`src/rtl/ser_tx_pkg.sv`:
```
package ser_tx_pkg;
  typedef enum logic {
    FMT_FULL = 1'b0,
    FMT_HALF = 1'b1
  } fmt_e;
endpackage

```
`src/rtl/sertx_phase.sv`:
```
module sertx_phase #(
  parameter int WORD_W = 10
) (
  input  logic clk,
  input  logic rst,
  input  logic ref_rise,
  output logic fall_stb
);
  localparam int PH_W = (WORD_W > 2) ? $clog2(WORD_W) : 1;
  localparam int HALF = WORD_W / 2;

  logic [PH_W-1:0] ph_q;

  // Count bit times since the last strobe; wraps once per word period.
  always_ff @(posedge clk) begin
    if (rst) begin
      ph_q <= '0;
    end else if (ref_rise) begin
      ph_q <= PH_W'(1);
    end else if (ph_q == PH_W'(WORD_W - 1)) begin
      ph_q <= '0;
    end else begin
      ph_q <= ph_q + PH_W'(1);
    end
  end

  // Mid-word point stands for the opposite reference clock edge.
  assign fall_stb = (ph_q == PH_W'(HALF)) && !ref_rise;

  p_mid_after_rise_r2: assert property (@(posedge clk) disable iff (rst)
    ref_rise |=> !fall_stb);
endmodule

```
`src/rtl/sertx_capture.sv`:
```
module sertx_capture
  import ser_tx_pkg::*;
#(
  parameter int WORD_W = 10
) (
  input  logic              clk,
  input  logic              rst,
  input  logic              ref_rise,
  input  logic              fall_stb,
  input  fmt_e              fmt,
  input  logic [WORD_W-1:0] tx_data,
  output logic [WORD_W-1:0] ready_word
);
  localparam int HALF = WORD_W / 2;
  localparam int HI_W = WORD_W - HALF;

  logic [HALF-1:0]   lo_q;
  logic [WORD_W-1:0] asm_q;
  logic [WORD_W-1:0] ready_q;

  always_ff @(posedge clk) begin
    if (rst) begin
      lo_q    <= '0;
      asm_q   <= '0;
      ready_q <= '0;
    end else begin
      if (ref_rise) begin
        if (fmt == FMT_FULL) begin
          ready_q <= tx_data;
        end else begin
          lo_q    <= tx_data[HALF-1:0];
          ready_q <= asm_q;  // complete word from the previous period
        end
      end
      if (fall_stb && fmt == FMT_HALF) begin
        asm_q <= {tx_data[HI_W-1:0], lo_q};
      end
    end
  end

  assign ready_word = ready_q;

  p_full_capture_r1: assert property (@(posedge clk) disable iff (rst)
    (ref_rise && fmt == FMT_FULL) |=> ready_q == $past(tx_data));
  p_hold_between_r1: assert property (@(posedge clk) disable iff (rst)
    !ref_rise |=> ready_q == $past(ready_q));
  p_half_upper_r2: assert property (@(posedge clk) disable iff (rst)
    (fall_stb && fmt == FMT_HALF) |=> asm_q[WORD_W-1:HALF] == $past(tx_data[HI_W-1:0]));
  p_half_lower_r2: assert property (@(posedge clk) disable iff (rst)
    (fall_stb && fmt == FMT_HALF) |=> asm_q[HALF-1:0] == $past(lo_q));
endmodule

```
`src/rtl/sertx_shifter.sv`:
```
module sertx_shifter #(
  parameter int WORD_W = 10
) (
  input  logic              clk,
  input  logic              rst,
  input  logic              load,
  input  logic [WORD_W-1:0] word,
  input  logic              enable,
  input  logic              loop_en,
  output logic              ser_out,
  output logic              ser_oe,
  output logic              loop_rx
);
  logic [WORD_W-1:0] sh_q;
  logic              oe_q;
  logic              lb_q;

  always_ff @(posedge clk) begin
    if (rst) begin
      sh_q <= '0;
      oe_q <= 1'b0;
      lb_q <= 1'b0;
    end else begin
      sh_q <= load ? word : {1'b0, sh_q[WORD_W-1:1]};
      oe_q <= enable && !loop_en;
      lb_q <= enable && loop_en;
    end
  end

  assign ser_out = sh_q[0] & oe_q;
  assign ser_oe  = oe_q;
  assign loop_rx = sh_q[0] & lb_q;

  p_shift_lsb_first_r3: assert property (@(posedge clk) disable iff (rst)
    !load |=> sh_q == ($past(sh_q) >> 1));
  p_load_word_r3: assert property (@(posedge clk) disable iff (rst)
    load |=> sh_q == $past(word));
  p_loop_driver_off_r6: assert property (@(posedge clk) disable iff (rst)
    loop_en |=> (!ser_oe && !ser_out));
  p_loop_quiet_r6: assert property (@(posedge clk) disable iff (rst)
    !loop_en |=> !loop_rx);
  p_disabled_r7: assert property (@(posedge clk) disable iff (rst)
    !enable |=> (!ser_oe && !ser_out && !loop_rx));
endmodule

```
`src/rtl/dual_fmt_serializer.sv`:
```
module dual_fmt_serializer #(
  parameter int WORD_W = 10
) (
  input  logic              clk,
  input  logic              rst,
  input  logic              ref_rise,
  input  logic [WORD_W-1:0] tx_data,
  input  logic              half_mode,
  input  logic              loop_en,
  input  logic              enable,
  output logic              ser_out,
  output logic              ser_oe,
  output logic              loop_rx
);
  import ser_tx_pkg::*;

  logic              fall_stb;
  logic [WORD_W-1:0] ready_word;
  fmt_e              fmt;

  assign fmt = half_mode ? FMT_HALF : FMT_FULL;

  sertx_phase #(.WORD_W(WORD_W)) u_phase (
    .clk      (clk),
    .rst      (rst),
    .ref_rise (ref_rise),
    .fall_stb (fall_stb)
  );

  sertx_capture #(.WORD_W(WORD_W)) u_capture (
    .clk        (clk),
    .rst        (rst),
    .ref_rise   (ref_rise),
    .fall_stb   (fall_stb),
    .fmt        (fmt),
    .tx_data    (tx_data),
    .ready_word (ready_word)
  );

  sertx_shifter #(.WORD_W(WORD_W)) u_shifter (
    .clk     (clk),
    .rst     (rst),
    .load    (ref_rise),
    .word    (ready_word),
    .enable  (enable),
    .loop_en (loop_en),
    .ser_out (ser_out),
    .ser_oe  (ser_oe),
    .loop_rx (loop_rx)
  );
endmodule

```
`config.mk`:
```
export PLATFORM = sky130hd
export DESIGN_NAME = dual_fmt_serializer
export DESIGN_NICKNAME = d
export VERILOG_FILES = /design/src/rtl/ser_tx_pkg.sv /design/src/rtl/sertx_phase.sv /design/src/rtl/sertx_capture.sv /design/src/rtl/sertx_shifter.sv /design/src/rtl/dual_fmt_serializer.sv
export SDC_FILE = /design/constraint.sdc
export NUM_CORES = 1
export LEC_CHECK = 0
export BUFFER_PORTS_ARGS = -buffer_cell sky130_fd_sc_hd__buf_2
export CAP_MARGIN = 10
export CELL_PAD_IN_SITES_DETAIL_PLACEMENT = 1
export CELL_PAD_IN_SITES_GLOBAL_PLACEMENT = 2
export CORE_AREA = 3 3 71 73
export DETAILED_ROUTE_END_ITERATION = 8
export DIE_AREA = 0 0 74 76
export GPL_ROUTABILITY_DRIVEN = 0
export GPL_TIMING_DRIVEN = 0
export PLACE_DENSITY_LB_ADDON = 0.1
export SYNTH_ARGS = -nofsm -noshare
export SYNTH_HDL_FRONTEND = slang
export SYNTH_SLANG_ARGS = --single-unit
```
`constraint.sdc`:
```
create_clock -name clk -period 2.2 [get_ports clk]
set_clock_uncertainty 0.1 [all_clocks]
set_input_delay 0.22 -clock clk [delete_from_list [all_inputs] [get_ports clk]]
set_output_delay 0.22 -clock clk [all_outputs]
set_load 0.02 [all_outputs]
```
# Word level (Yosys, flattened, before mapping)
# Index checks and enable logic that the tools add are counted.
[totals]
elab_cells = 29
in_bits = 16
output_inout_bits = 3
ff_bits = 41
[classes]
bitwise_logic = 3
n_eq_ne = 2
n_reduce_logical = 9
mux = 5
add_sub_neg = 1
[ops]
columns = ["operator", "count"]
rows = [
  ["2-to-1 mux 10 bit", 1],
  ["2-to-1 mux 9 bit", 1],
  ["adder 4 x 1 -> 4 bit, second input constant", 1],
  ["equality test 4 x 3 -> 1 bit, second input constant", 1],
  ["equality test 4 bit, second input constant", 1],
  ["logical AND 1 bit", 4],
  ["2-to-1 mux 1 bit", 3],
  ["OR reduction 3 bit", 1],
  ["AND 1 bit", 2],
  ["zero test 1 bit", 2],
  ["AND reduction 2 bit", 1],
  ["OR reduction 2 bit", 1],
  ["inverter 1 bit", 1],
]

# Longest topological paths before layout
[logic_depth]
ltp_word = 3
ltp_mapped = 5
ltp_nobuf = 5

# Cells and area by module
# Synthesis repeated with hierarchy kept, for this count alone.
[hier_totals]
cells_unflattened = 170
hier_area_um2 = 1719.1
[modules_own_cells]
columns = ["mod", "seq_area_each_um2", "instances", "cells_per_inst", "area_per_inst_um2"]
rows = [
  ["sertx_capture", 500.5, 1, 113, 1096.1],
  ["sertx_shifter", 240.2, 1, 37, 419.2],
  ["sertx_phase", 80.1, 1, 20, 203.9],
]

# Least setup slack after synthesis
# No wires, ideal clock.
[synth_path]
path_type = "flip-flop to flip-flop"
startpoint = "register u_phase.ph_q[1]"
endpoint = "register u_phase.ph_q[3]"
arrival_time_ns = 1.156
stages_incl_launch_ff = 5
required_time_ns = 2.009
setup_ns = 0.091
slack_ns = 0.853
synth_period_minus_slack_ns = 1.347
n_path_buf = 0
path_cell_list = "dfxtp_1 > inv_1 > ha_1 > or3b_1 > a311oi_1"
[synth_via]
elab_chain_cells = 2
word_cells_on_any_way = 3
cone_classes = "1 x add/sub; 1 x eq/ne; 1 x reduce/logical"
[synth_lines]
columns = ["element", "line_no", "rtl"]
rows = [
  ["from (decl)", "sertx_phase.sv:12", "logic [PH_W-1:0] ph_q;"],
  ["from (signal assigned)", "sertx_phase.sv:23", "ph_q <= ph_q + PH_W'(1);"],
  ["parallel branches: the longest is 2 deep, another holds adder 4 x 1 -> 4 bit", "n/a", ""],
]
# Parallel ways; which one is timed is not known.
# A chain may end at the register's enable or synchronous reset.

# Worst setup path after layout
[layout_path]
startpoint = "register u_phase.ph_q[0]"
endpoint = "register u_capture.asm_q[0]"
[layout_via]
elab_chain_cells = 3
[layout_lines]
columns = ["element", "line_no", "rtl"]
rows = [
  ["equality test 4 x 3 -> 1 bit", "sertx_phase.sv:28", "assign fall_stb = (ph_q == PH_W'(HALF)) && !ref_rise;"],
  ["logical AND 1 bit", "sertx_phase.sv:28", ""],
  ["logical AND 1 bit", "sertx_capture.sv:35", "if (fall_stb && fmt == FMT_HALF) begin"],
  ["to (signal assigned)", "sertx_capture.sv:36", "asm_q <= {tx_data[HI_W-1:0], lo_q};"],
  ["to (decl)", "sertx_capture.sv:18", "logic [WORD_W-1:0] asm_q;"],
]
# Every way passes these cells.

==> qor.yml <==
yosysUniqueCellTypes: 26
clk_pin_slew_worst_paths_ps: 80
drc_errors: 0
wl_met3_um: 95
die_area_sq_mm: 0.005624
numPortBuffers: 16
synth-seq-cells: 41
tightest_slew_ps: 562.9
wl_mm: 3.826
highest_layer: "met4"
worstSetupPathType: "reg -> reg"
area_growth_pct: 15.15
critPathLaunchType: "flip-flop"
hold_class: "in -> reg"
finalSetupTns_ps: 0
fin_util_pct: 44.59
diodes: 0
antenna_found_initial: 0
die_w_um: 74
fin_nets: 214
ctsResizeCount: 0
avgRoutedWirePerCell_um: 15.43
cap_violations: 0
relSlewSlack_pct: 62.47
cts-root-buf: "clkbuf_8"
grt_pass1_vias: 1350
start_util_pct: 38.72
power_density_mw_per_mm2: 761.5
grt_pass1_wl_mm: 6.444
viasPerCell: 5.020
rows: 24
io_pins: 19
r2r_slack_ps: 700
post_cts_buffers: 0
syn_inst: 172
clkSinkCount: 41
rsz0062_at_grt: "no"
syn-cell-area_sq_mm: 0.001709
crit_fanout: 10
hold_viol: 0
status: "complete, no violations"
dr.pass1.iters: 2
syn_nets: 190
cts_tree: "built"
coreArea_sq_mm: 0.004414
die_y_um: 76
vias: 1245
yosys_warnings: 0
max-vdd-ir-drop_v: 0.0002908
layout-drive-gt1-share_pct: 16.84
dpl.hpwl_mm: 2.778
grt.total_usage_pct: 15.07
totalPowerFinal_uw: 1499
drt_iter0_markers: 51
postRouteAntennaNets: 0
crit_path_max_incr_delay_ps: 410
cts-htree-levels: 2
crit_arrival_ps: 1620
required_ps: 2320
clock_path_buffers: 2
period_share_pct: 68.32
wl_met2_mm: 1.772
syn_area_per_cell_sq_um: 9.937
fmax_ghz: 0.6653
cp_cell_sequence: "ha_1 > nand4b_2 > nor2_8 > mux2i_1"
drt-met1-wl_mm: 1.887
end_kind: "flip-flop"
period_needed_ps: 1503
clk_latency_ps: 300
leakage_uw: 0.0008067
seq_area_frac_synth_pct: 48.02
grt_max_degree: 13
drv_slew: 0
cp_slowest_cell: "dfxtp_1"
setup_viol: 0
overflow: 0
cts_buffers: 5
path summary, 6_finish.rpt:
path / from / to / cells after the start
min: enable / u_shifter.lb_q / 2
max: u_phase.ph_q[0] / u_capture.asm_q[0] / 4
min reg2reg: u_capture.ready_word[9] / u_shifter.sh_q[9] / 2
max reg2reg: u_phase.ph_q[0] / u_capture.asm_q[0] / 4
critical path, delay by kind of cell, from the launching register on:
family / cells / cell delay, ps
adder cells (fa/ha/maj): 1 / 250
flip-flops: 1 / 410
multiplexers: 1 / 220
AND/OR/NAND/NOR: 2 / 440
sequential cells by signal (all words and copies together), names as in the netlist:
signal and flops:
u_shifter.ser_oe 1, u_shifter.lb_q 1, u_phase.ph_q 4, u_capture.ready_word 10, u_capture.asm_q 10, u_shifter.sh_q 10
u_capture.lo_q 5
power by group:
group	internal (uW)	leakage (uW)	switching, uW
sequential	768	0.000335	13.7
combinational	56.4	0.000418	72.5
clock	330	0.0000540	258
total	1150	0.000807	345
placed cells by master, fill, tap and decap left out:
master	instances
buf_4	2
nand4b_2	1
nor4_1	1
nand2b_1	20
clkinv_2	1
buf_2	21
nand3b_1	1
nor3b_1	1
or3b_1	1
clkbuf_8	5
a21oi_1	6
and3b_1	1
mux2i_1	29
nor2_8	1
ha_1	2
and2_1	2
nor2_1	21
dlygate4sd3_1	1
a311oi_1	1
buf_6	1
dfxtp_1	41
bufinv_16	1
nand4b_1	1
clkbuf_1	4
inv_1	2
o21bai_1	1
nand2_1	9
a211oi_1	11
or2b_1	1
nand3_1	6
cells by family after synthesis:
| group | after synthesis | share of synthesized area [%] |
|---|---|---|
| flip-flops | 41 | 48.02 |
| AND/OR/NAND/NOR | 67 | 21.67 |
| adder cells (fa/ha/maj) | 2 | 1.464 |
| multiplexers | 29 | 16.98 |
| buffers and inverters | 14 | 4.319 |
| AO/OA/AOI/OAI | 19 | 7.541 |
synthesized netlist by cell type, drive strengths merged:
cell,count,area share (%)
inv,2,0.44
o21bai,1,0.44
a311oi,1,0.51
and2,2,0.73
nor2,22,5.8
nand2b,20,7.3
nand3,6,1.8
nor3b,1,0.44
dfxtp,41,48
and3b,1,0.51
a211oi,11,4.8
nand4b,2,1.4
buf,8,3.0
or3b,1,0.51
nor4,1,0.37
nand2,9,2.0
ha,2,1.5
mux2i,29,17
clkbuf,4,0.88
or2b,1,0.44
nand3b,1,0.44
a21oi,6,1.8
through the flow:
step | setup WS [ps] | cells | hold WS, ps | instance area, sq um
2_1_floorplan | 852.9 | 172 | 195.8 | 1709
3_3_place_gp | 784.2 | 240 | 294.2 | 1854
3_5_place_dp | 703.1 | 240 | 304.3 | 1854
4_1_cts | 682.1 | 248 | 67.93 | 1968
5_1_grt | 596.6 | 248 | 75.07 | 1968
6_report | 696.9 | 248 | 74.22 | 1968
layer usage:
| metal | track usage [%] | vias up |
|---|---|---|
| li1 | - | 633 |
| met1 | 19.67 | 588 |
| met2 | 23.32 | 16 |
| met3 | 3.958 | 8 |
| met4 | 5.978 | 0 |
| met5 | 0 | - |
area by class of cell:
type                       instances  area [sq um]
clock buffer                       5         68.82
inverter                           2         7.507
multi-input combinational        117         814.5
sequential                        41         820.8
tap                               52         65.06
fill                             494          2446
timing repair buffer              17         90.09
buffer                            12         66.31
clock inverter                     2         35.03
timing repair:
action                                 CTS  global route
endpoints found under the hold margin    1             0
hold buffers                             1             0
setup endpoints to repair                0             0
(Power assumes the default switching activity.)
